`src/rtl/pktwr_pkg.sv`:
```
package pktwr_pkg;

    localparam int REQ_LEN_W = 16;
    localparam int HDR_BYTES = 4;

    typedef enum logic [2:0] {
        ST_IDLE,
        ST_HDR,
        ST_GAP,
        ST_PAY,
        ST_BOOT,
        ST_FIN
    } wr_state_e;

    typedef struct packed {
        logic                 boot;
        logic [REQ_LEN_W-1:0] len;
    } wr_req_t;

    function automatic int ceil_div(input int a, input int b);
        return (a + b - 1) / b;
    endfunction

endpackage

```
`src/rtl/pktwr_spi_shift.sv`:
```
module pktwr_spi_shift #(
    parameter int HALF_DIV = 8
) (
    input  logic       clk,
    input  logic       rst,
    input  logic       start,
    input  logic [7:0] data,
    output logic       busy,
    output logic       byte_done,
    output logic       sck,
    output logic       mosi
);
    localparam int DIV_W = (HALF_DIV > 1) ? $clog2(HALF_DIV) : 1;

    logic [7:0]       sh_q;
    logic [2:0]       bit_q;
    logic [DIV_W-1:0] div_q;
    logic             busy_q, sck_q, done_q;

    always_ff @(posedge clk) begin
        if (rst) begin
            sh_q   <= '0;
            bit_q  <= '0;
            div_q  <= '0;
            busy_q <= 1'b0;
            sck_q  <= 1'b0;
            done_q <= 1'b0;
        end else begin
            done_q <= 1'b0;
            if (!busy_q) begin
                if (start) begin
                    sh_q   <= data;
                    busy_q <= 1'b1;
                    bit_q  <= '0;
                    div_q  <= '0;
                    sck_q  <= 1'b0;
                end
            end else if (div_q == DIV_W'(HALF_DIV - 1)) begin
                div_q <= '0;
                if (!sck_q) begin
                    sck_q <= 1'b1;
                end else begin
                    sck_q <= 1'b0;
                    if (bit_q == 3'd7) begin
                        busy_q <= 1'b0;
                        done_q <= 1'b1;
                    end else begin
                        bit_q <= bit_q + 3'd1;
                        sh_q  <= {sh_q[6:0], 1'b0};
                    end
                end
            end else begin
                div_q <= div_q + DIV_W'(1);
            end
        end
    end

    assign busy      = busy_q;
    assign byte_done = done_q;
    assign sck       = sck_q;
    assign mosi      = sh_q[7];

    // the clock only toggles inside a byte
    assert_sck_idle_R7: assert property (@(posedge clk) disable iff (rst)
        !busy_q |-> !sck_q);

    // a byte ends on a falling clock edge
    assert_done_after_fall_R7: assert property (@(posedge clk) disable iff (rst)
        done_q |-> !busy_q && !sck_q);

endmodule

```
`src/rtl/pktwr_gap_timer.sv`:
```
module pktwr_gap_timer #(
    parameter int GAP_CYC = 10000
) (
    input  logic clk,
    input  logic rst,
    input  logic load,
    output logic expired
);
    localparam int CW = $clog2(GAP_CYC + 1);

    logic [CW-1:0] cnt_q;
    logic          act_q;

    always_ff @(posedge clk) begin
        if (rst) begin
            cnt_q <= '0;
            act_q <= 1'b0;
        end else if (load) begin
            cnt_q <= CW'(GAP_CYC - 1);
            act_q <= 1'b1;
        end else if (act_q) begin
            if (cnt_q == '0) act_q <= 1'b0;
            else             cnt_q <= cnt_q - CW'(1);
        end
    end

    assign expired = act_q && (cnt_q == '0);

    // expiry ends the gap run
    assert_gap_once_R2: assert property (@(posedge clk) disable iff (rst)
        expired && !load |=> !expired);

endmodule

```
`src/rtl/pktwr_seq.sv`:
```
module pktwr_seq
    import pktwr_pkg::*;
#(
    parameter int MAX_LEN     = 4200,
    parameter int SYS_CLK_MHZ = 250,
    parameter int SPI_MAX_MHZ = 16,
    parameter int GAP_US      = 40,
    localparam int ADDR_W     = $clog2(MAX_LEN),
    localparam int CNT_W      = $clog2(MAX_LEN + 1)
) (
    input  logic                 clk,
    input  logic                 rst,
    input  logic                 req_valid,
    input  logic [REQ_LEN_W-1:0] req_len,
    input  logic                 req_boot,
    output logic [ADDR_W-1:0]    buf_raddr,
    input  logic [7:0]           buf_rdata,
    output logic                 spi_sck,
    output logic                 spi_mosi,
    output logic                 spi_cs_n,
    output logic                 busy,
    output logic                 done,
    output logic                 err_ovf,
    output logic [CNT_W-1:0]     sent_count
);
    localparam int HALF_DIV = ceil_div(SYS_CLK_MHZ, 2 * SPI_MAX_MHZ);
    localparam int GAP_CYC  = SYS_CLK_MHZ * GAP_US;
    localparam logic [CNT_W-1:0] HDR_N = CNT_W'(HDR_BYTES);

    wr_state_e         state_q;
    wr_req_t           req;
    logic [ADDR_W-1:0] addr_q;
    logic [CNT_W-1:0]  left_q, pay_q, cnt_q, len_n;
    logic              err_q;
    logic              in_burst, sh_busy, sh_done, sh_start, burst_end;
    logic              gap_load, gap_exp;

    assign req       = '{boot: req_boot, len: req_len};
    assign len_n     = req.len[CNT_W-1:0];
    assign in_burst  = (state_q == ST_HDR) || (state_q == ST_PAY) || (state_q == ST_BOOT);
    assign sh_start  = in_burst && !sh_busy && (left_q != '0);
    assign burst_end = in_burst && !sh_busy && (left_q == '0);
    assign gap_load  = (state_q == ST_HDR) && burst_end && (pay_q != '0);

    pktwr_spi_shift #(.HALF_DIV(HALF_DIV)) u_shift (
        .clk       (clk),
        .rst       (rst),
        .start     (sh_start),
        .data      (buf_rdata),
        .busy      (sh_busy),
        .byte_done (sh_done),
        .sck       (spi_sck),
        .mosi      (spi_mosi)
    );

    pktwr_gap_timer #(.GAP_CYC(GAP_CYC)) u_gap (
        .clk     (clk),
        .rst     (rst),
        .load    (gap_load),
        .expired (gap_exp)
    );

    always_ff @(posedge clk) begin
        if (rst) begin
            state_q <= ST_IDLE;
            addr_q  <= '0;
            left_q  <= '0;
            pay_q   <= '0;
            cnt_q   <= '0;
            err_q   <= 1'b0;
        end else begin
            unique case (state_q)
                ST_IDLE: begin
                    if (req_valid) begin
                        addr_q <= '0;
                        if (req.len > REQ_LEN_W'(MAX_LEN)) begin
                            err_q   <= 1'b1;
                            cnt_q   <= '0;
                            state_q <= ST_FIN;
                        end else if (req.boot) begin
                            err_q   <= 1'b0;
                            left_q  <= len_n;
                            pay_q   <= '0;
                            cnt_q   <= len_n;
                            state_q <= (len_n == '0) ? ST_FIN : ST_BOOT;
                        end else begin
                            err_q   <= 1'b0;
                            left_q  <= HDR_N;
                            pay_q   <= (len_n > HDR_N) ? (len_n - HDR_N) : '0;
                            cnt_q   <= (len_n > HDR_N) ? len_n : HDR_N;
                            state_q <= ST_HDR;
                        end
                    end
                end
                ST_HDR, ST_PAY, ST_BOOT: begin
                    if (sh_start) begin
                        addr_q <= addr_q + ADDR_W'(1);
                        left_q <= left_q - CNT_W'(1);
                    end
                    if (burst_end) begin
                        if (gap_load) begin
                            left_q  <= pay_q;
                            state_q <= ST_GAP;
                        end else begin
                            state_q <= ST_FIN;
                        end
                    end
                end
                ST_GAP: begin
                    if (gap_exp) state_q <= ST_PAY;
                end
                ST_FIN:  state_q <= ST_IDLE;
                default: state_q <= ST_IDLE;
            endcase
        end
    end

    assign buf_raddr  = addr_q;
    assign spi_cs_n   = !in_burst;
    assign busy       = (state_q != ST_IDLE);
    assign done       = (state_q == ST_FIN);
    assign err_ovf    = err_q;
    assign sent_count = cnt_q;

    // completion is a single-cycle strobe
    assert_done_pulse_R6: assert property (@(posedge clk) disable iff (rst)
        done |=> !done);

    // an oversize request goes straight to completion with the link idle
    assert_no_overflow_R4: assert property (@(posedge clk) disable iff (rst)
        (state_q == ST_IDLE) && req_valid && (req_len > REQ_LEN_W'(MAX_LEN))
        |=> done && err_ovf && spi_cs_n);

    // requests seen while busy leave the latched result untouched
    assert_ignore_busy_R8: assert property (@(posedge clk) disable iff (rst)
        busy && req_valid |=> $stable(cnt_q) && $stable(err_q));

    // chip select is high and the clock idle through the guard gap
    assert_gap_idle_R2: assert property (@(posedge clk) disable iff (rst)
        (state_q == ST_GAP) |-> spi_cs_n && !spi_sck);

    // no clock activity while chip select is high
    assert_cs_sck_R7: assert property (@(posedge clk) disable iff (rst)
        spi_cs_n |-> !spi_sck);

endmodule

```
`config.mk`:
```
export PLATFORM = sky130hd
export DESIGN_NAME = pktwr_seq
export DESIGN_NICKNAME = d
export VERILOG_FILES = /design/src/rtl/pktwr_pkg.sv /design/src/rtl/pktwr_spi_shift.sv /design/src/rtl/pktwr_gap_timer.sv /design/src/rtl/pktwr_seq.sv
export SDC_FILE = /design/constraint.sdc
export NUM_CORES = 1
export LEC_CHECK = 0
export CELL_PAD_IN_SITES_DETAIL_PLACEMENT = 1
export CELL_PAD_IN_SITES_GLOBAL_PLACEMENT = 2
export CORE_MARGIN = 2
export CORE_UTILIZATION = 30
export DETAILED_ROUTE_END_ITERATION = 10
export PLACE_DENSITY = 0.73
export SYNTH_ARGS = -nofsm -noshare
export SYNTH_HDL_FRONTEND = slang
export SYNTH_SLANG_ARGS = --single-unit
```
`constraint.sdc`:
```
create_clock -name clk -period 2.7 [get_ports clk]
set_clock_uncertainty 0.05 [all_clocks]
set_input_delay 0.54 -clock clk [delete_from_list [all_inputs] [get_ports clk]]
set_output_delay 0.54 -clock clk [all_outputs]
set_load 0.01 [all_outputs]
```
==> results of run 1 <==
## Yosys cell counts, drive strengths merged (10+ instances only)
cell / n
nor4: 18
nand3: 17
a21oi: 39
nor3: 29
o21ai: 22
nor2: 51
nand2: 46
inv: 10
xor2: 17
xnor2: 18
dfxtp: 87
ha: 13
clkbuf: 24
a22o: 13
a211oi: 18
## worst min-delay path: stages, from the launching register on
cell,delay (ps)
dfxtp_1,310
nand3_1,60
a21oi_1,50
## sequential cells by signal (all words and copies together), names as in the netlist
| signal | flops |
|---|---|
| u_gap.cnt_q | 14 |
| buf_raddr | 13 |
| left_q | 13 |
| pay_q | 13 |
| sent_count | 13 |
| u_shift.sh_q | 8 |
| state_q | 3 |
| u_shift.bit_q | 3 |
| u_shift.div_q | 3 |
| err_ovf | 1 |
| u_gap.act_q | 1 |
| u_shift.busy | 1 |
| u_shift.sck | 1 |
## final timing paths
path / depth (start not counted) / slack (ps) / end / startpoint
worst max register to register: 9 / 90 / left_q[11] / left_q[1]
worst min-delay path: 2 / 420 / u_shift.bit_q[2] / u_shift.bit_q[2]
worst min register to register: 2 / 420 / u_shift.bit_q[2] / u_shift.bit_q[2]
worst max-delay path: 9 / 90 / left_q[11] / left_q[1]
## placed cells by master (no fill, tap or decap), types with 4 or more instances in the layout
cell type,n
dfxtp_1,84
clkdlybuf4s50_1,58
buf_4,58
nor2_1,50
nand2_1,46
a21oi_1,38
nor3_1,29
o21ai_0,20
a211oi_1,18
xnor2_1,18
xor2_1,17
nand3_1,17
nor4_1,16
a22o_1,13
ha_1,12
or3_1,9
mux2i_1,9
clkbuf_16,9
inv_1,8
and3_1,8
or2_2,6
nand4_1,6
o22ai_1,5
nor4b_1,4
a31oi_1,4
o211ai_1,4
nand2b_1,4
nor2b_1,4
## final cells by class
| class | count | area (µm²) |
|---|---|---|
| Fill cell | 1761 | 8580 |
| Sequential cell | 87 | 1750 |
| Timing Repair Buffer | 118 | 1030 |
| Inverter | 11 | 41.3 |
| Tap cell | 184 | 230 |
| Multi-Input combinational cell | 404 | 2590 |
| Clock inverter | 6 | 86.3 |
| Clock buffer | 9 | 225 |
## stage by stage
| step | setup slack (ps) | setup TNS (ps) | cell area [µm²] |
|---|---|---|---|
| 2_1_floorplan | 9.54 | 0 | 4470 |
| 3_3_place_gp | -248 | -4420 | 5580 |
| 3_5_place_dp | -348 | -6540 | 5580 |
| 4_1_cts | -18.2 | -18.2 | 5900 |
| 5_1_grt | -24.9 | -105 | 5960 |
| 6_report | 86.9 | 0 | 5960 |
## routing by layer
layer / part of all wire / GRT usage / vias to the layer above
met2: 0.49 / 0.308 / 60
met5: 0 / 0 / -
met1: 0.47 / 0.221 / 2022
met4: 0.0093 / 0.0394 / 0
met3: 0.030 / 0.0438 / 10
li1: - / - / 2129
## power breakdown
| group | total [mW] | internal [mW] | switching (mW) |
|---|---|---|---|
| Sequential | 1.52 | 1.41 | 0.113 |
| Combinational | 1.79 | 0.779 | 1.01 |
| Clock | 1.32 | 0.803 | 0.514 |
| Total | 4.63 | 2.99 | 1.64 |
## logic make-up (layout without fill, tap and decap cells)
family,after synthesis,after routing,share of synthesized area
simple gates,222,222,0.263
compound gates,124,124,0.180
flops,87,87,0.390
buf+inv,40,144,0.0392
xor+xnor,35,35,0.0686
fa+ha+maj,13,13,0.0364
mux,10,10,0.0227
## what timing repair did
item                       4_1_cts  5_1_grt
hold buffers                     0        0
buffers inserted                 0        1
pin swaps                        0       12
gates resized for setup          3       14
setup endpoints to repair        3       40
==> results.txt, run 1 <==
Status: finished clean
CTS Sinks: 87
CTS tree: done
First-pass GRT wire length: 22.9 mm
Crit Path Class: reg2reg
Die footprint: 0.0159 mm²
Clock Path Buffers: 2
Critical Path RT: 2910 ps
Initial antenna violation count: 0
GRT Util Overall: 0.177
Placed cell count: 803
Top cells by area, synth: dfxtp_1 39%, a21oi_1 4.4%, nor2_1 4.3%, nand2_1 3.9%, ha_1 3.6%
Proportion of layout cells with a drive suffix above 1: 0.159
Post-synthesis cell type count: 56
Maximum Capacitance Violations: 0
Worst-Margin Slew: 878 ps
Via/cell ratio: 5.15
Clock slew at reported path FFs: 60 ps
Syn_area_per_cell: 8.41 µm²
Ys flop type: dfxtp_1
Pwr/cell area: 778 mW/mm²
Detailed Routing Iterations Pass 1: 4
DP HPWL: 10.4 mm
Delay-heaviest family, CP: simple AND/OR/NAND/NOR gates
Antenna Cells: 0
Synth top area share: 0.390
#FFs+latches synth: 87
CTS Buf Count: 9
Gpl congestion: 0.838
Largest net degree at the start of global routing: 24
Setup violations, final: 0
Hold WS: 420 ps
Max-slew headroom: 0.412
CP Max Fanout: 6
Synth-to-Final Area Change: 33.4%
CP Capture Type: flop
Non-Filler Instances: 819
Mapped Cells: 531
Leading area contributor after synthesis: dfxtp_1
Slowest CP cell: or4_4
Initial DRC count: 169
Residual DRC: 0
Wirelength per Cell: 16.6 µm
Grt ovf: 0
Final Hold Vio Count: 0
# nets final: 672
Leakage power: 2.24 nW
Initial Utilization: 0.307
Achievable Freq: 383 MHz
Worst path cell trace: inv_2, ha_4, or4b_4, or4_4, buf_6, nor4_4, buf_4, a21oi_1, a211oi_1
DIE HEIGHT: 126 µm
Setup crit start kind: flop
H-tree levels: 3
CP arrival: 2820 ps
Crit path buf inv count: 3
RSZ-0062 raised after global routing: true
Max IR drop VDD: 0.328 mV
Max Slew Vio Count: 0
Area of the mapped netlist: 0.00447 mm²
CTS root buffer: clkbuf_16
Syn nets: 572
Final Critical Period: 2610 ps
# port buffers: 59
Detail Route Antenna Nets: 0
Worst stage delay on the critical path: 600 ps
Fin crit share: 0.968
Via count: 4221
YS warnings: 0
Finished Core Util: 0.410
Worst min path class: reg2reg
Routed WL: 13.6 mm
EDFF count, synth: 0
IO Pins: 60
Core box area: 0.0145 mm²
Overall power: 4.63 mW
Sequential share of the synthesized area: 0.390
FP Rows: 44
Async SR Flop Fraction: 0
Number of global-route vias before repair: 4521
Skew-Pair Late Insertion Delay: 340 ps
Die extent in x: 126 µm
Note: power is estimated with default switching activity, not from simulation.
==> run 2: changes to the inputs <==
--- a/config.mk
+++ b/config.mk
@@ -10,6 +10,7 @@
 export CORE_MARGIN = 2
 export CORE_UTILIZATION = 30
 export DETAILED_ROUTE_END_ITERATION = 10
+export GPL_TIMING_DRIVEN = 0
 export PLACE_DENSITY = 0.73
 export SYNTH_ARGS = -nofsm -noshare
 export SYNTH_HDL_FRONTEND = slang
==> run 2 against run 1 <==
Setup slack worse by 28 ps. First-iteration DRC count down 4.7%. Largest cell class unchanged. Critical endpoint is now left_q[1]. Sequential share of layout area is 0.92 points higher. Maximum frequency fell by 1.1%. Cell area shrank 2.8%. Sequential power hardly changed.
==> results.txt, run 2 (synthesis gave the netlist of run 1 again) <==
P_sw: 1.64 mW
Pwr/cell area: 776 mW/mm²
Clock Path Buffers: 2
Placed cell count: 771
Core box area: 0.0145 mm²
Detail Route Antenna Nets: 0
Max Slew Vio Count: 0
Leakage power: 2.12 nW
CTS Buf Count: 9
Critical Path RT: 2880 ps
# nets final: 652
CP Capture Type: flop
CTS Sinks: 87
Residual DRC: 0
CP arrival: 2820 ps
Clk pwr share: 0.278
CP Max Fanout: 7
Die extent in x: 126 µm
Overall power: 4.49 mW
Initial Utilization: 0.307
Antenna Cells: 0
Fin crit share: 0.978
Final Hold Vio Count: 0
Max-slew headroom: 0.414
Die footprint: 0.0159 mm²
Min-delay src: sent_count[2]
Seq pwr share: 0.345
Non-Filler Instances: 800
Routed WL: 14.1 mm
First-pass GRT wire length: 23.2 mm
Synth-to-Final Area Change: 29.6%
R2R depth: 8
Max reg flops: 14
Number of global-route vias before repair: 4377
CTS root buffer: clkbuf_16
H-tree levels: 3
Skew-Pair Late Insertion Delay: 340 ps
Via/cell ratio: 5.31
Clock slew at reported path FFs: 60 ps
GRT Util Overall: 0.181
Worst min path class: reg2reg
Commonest non-fill, non-tap cell in the layout: dfxtp_1
Switching Share: 0.365
Largest net degree at the start of global routing: 14
Hold depth: 2
Wirelength per Cell: 17.6 µm
Achievable Freq: 379 MHz
IO Pins: 60
Critical R2R Launch: left_q[4]
Setup crit start kind: flop
Critical R2R Capture: left_q[1]
Setup violations, final: 0
Top reg by flops: u_gap.cnt_q
DIE HEIGHT: 126 µm
Detailed Routing Iterations Pass 1: 4
Initial antenna violation count: 0
Crit Path Class: reg2reg
Worst-Margin Slew: 870 ps
Hold Path End: sent_count[2]
Reg2Reg Setup Slack: 60 ps
Maximum Capacitance Violations: 0
Grt ovf: 0
Final Critical Period: 2640 ps
FP Rows: 44
Initial DRC count: 161
Max IR drop VDD: 0.366 mV
Status: finished clean
Gate power share: 0.377
Proportion of layout cells with a drive suffix above 1: 0.130
Via count: 4248
Pint: 2.85 mW
CTS tree: done
Gpl congestion: 0.792
Commonest cells after routing, fill and taps aside: 83 x dfxtp_1, 50 x nor2_1, 49 x clkdlybuf4s50_1, 42 x nand2_1, 38 x a21oi_1
DP HPWL: 10.5 mm
# port buffers: 56
## run 2: cell types whose count changed in the layout (fill, tap and decap cells not counted), moves of 2 or more
| cell | before | now |
|---|---|---|
| buf_2 | 1 | 4 |
| buf_4 | 58 | 17 |
| buf_6 | 1 | 4 |
| clkbuf_1 | 0 | 16 |
| clkbuf_2 | 0 | 3 |
| clkdlybuf4s50_1 | 58 | 49 |
| dlygate4sd2_1 | 0 | 5 |
| dlymetal6s2s_1 | 0 | 2 |
| nand2_1 | 46 | 42 |
| nand2_2 | 0 | 4 |
| nor4_1 | 16 | 14 |
## run 2: cell type report
class                   instances  area [µm²]
well taps                     184         230
multi-input cells             404        2650
clock buffers                  13         250
clock inverters                 3        42.5
fillers                      1750        8750
inverters                      11        43.8
repair buffers                 73         687
plain buffers                  25         136
flip-flops and latches         87        1750
## run 2: power by group through the flow
| stage | registers, mW | clock network [mW] | logic, mW |
|---|---|---|---|
| 2_1_floorplan | 1.51 | 0 | 1.13 |
| 3_3_place_gp | 1.53 | 0 | 1.56 |
| 3_5_place_dp | 1.54 | 0 | 1.59 |
| 4_1_cts | 1.54 | 1.29 | 1.64 |
| 5_1_grt | 1.56 | 1.33 | 1.87 |
| 6_report | 1.55 | 1.25 | 1.69 |
## run 2: per-layer routing
layer,up-vias,GRT usage,part of all wire
met1,2064,0.236,0.47
met3,16,0.0348,0.036
li1,2091,-,-
met4,0,0.0562,0.021
met5,-,0,0
met2,77,0.303,0.47
## run 2: worst max path at each step
stage | slack [ps] | depth (start not counted) | from | end
floorplan | 10 | 9 | left_q[0] | left_q[4]
global placement | -1240 | 8 | req_len[8] | pay_q[10]
detailed placement | -1260 | 8 | req_len[8] | pay_q[6]
CTS | 6 | 8 | left_q[4] | left_q[1]
global route | -7 | 10 | req_len[2] | pay_q[11]
finish | 60 | 8 | left_q[4] | left_q[1]
## run 2: metrics by stage
| step | setup WS, ps | hold WS (ps) | setup TNS [ps] | util | instance area (µm²) |
|---|---|---|---|---|---|
| 2_1_floorplan | 9.54 | 390 | 0 | - | 4470 |
| 3_3_place_gp | -1240 | 407 | -49980 | 0.362 | 5260 |
| 3_5_place_dp | -1260 | 409 | -50370 | 0.362 | 5260 |
| 4_1_cts | 5.72 | 426 | 0 | 0.390 | 5670 |
| 5_1_grt | -6.84 | 454 | -21.2 | 0.398 | 5790 |
| 6_report | 59.1 | 423 | 0 | 0.398 | 5790 |
## run 2: timing repair
| item | CTS | global route |
|---|---|---|
| setup endpoints to repair | 87 | 52 |
| hold buffers | 0 | 0 |
| pin swaps | 8 | 5 |
| setup buffers | 7 | 10 |
| resized for setup | 33 | 26 |
## run 2: critical path, stage by stage (launching register included)
cell and delay, ps:
dfxtp_1 310, buf_6 130, or4_4 570, or4_4 550
buf_6 160, nor4_4 220, buf_4 170, a211oi_1 50
o32a_1 330
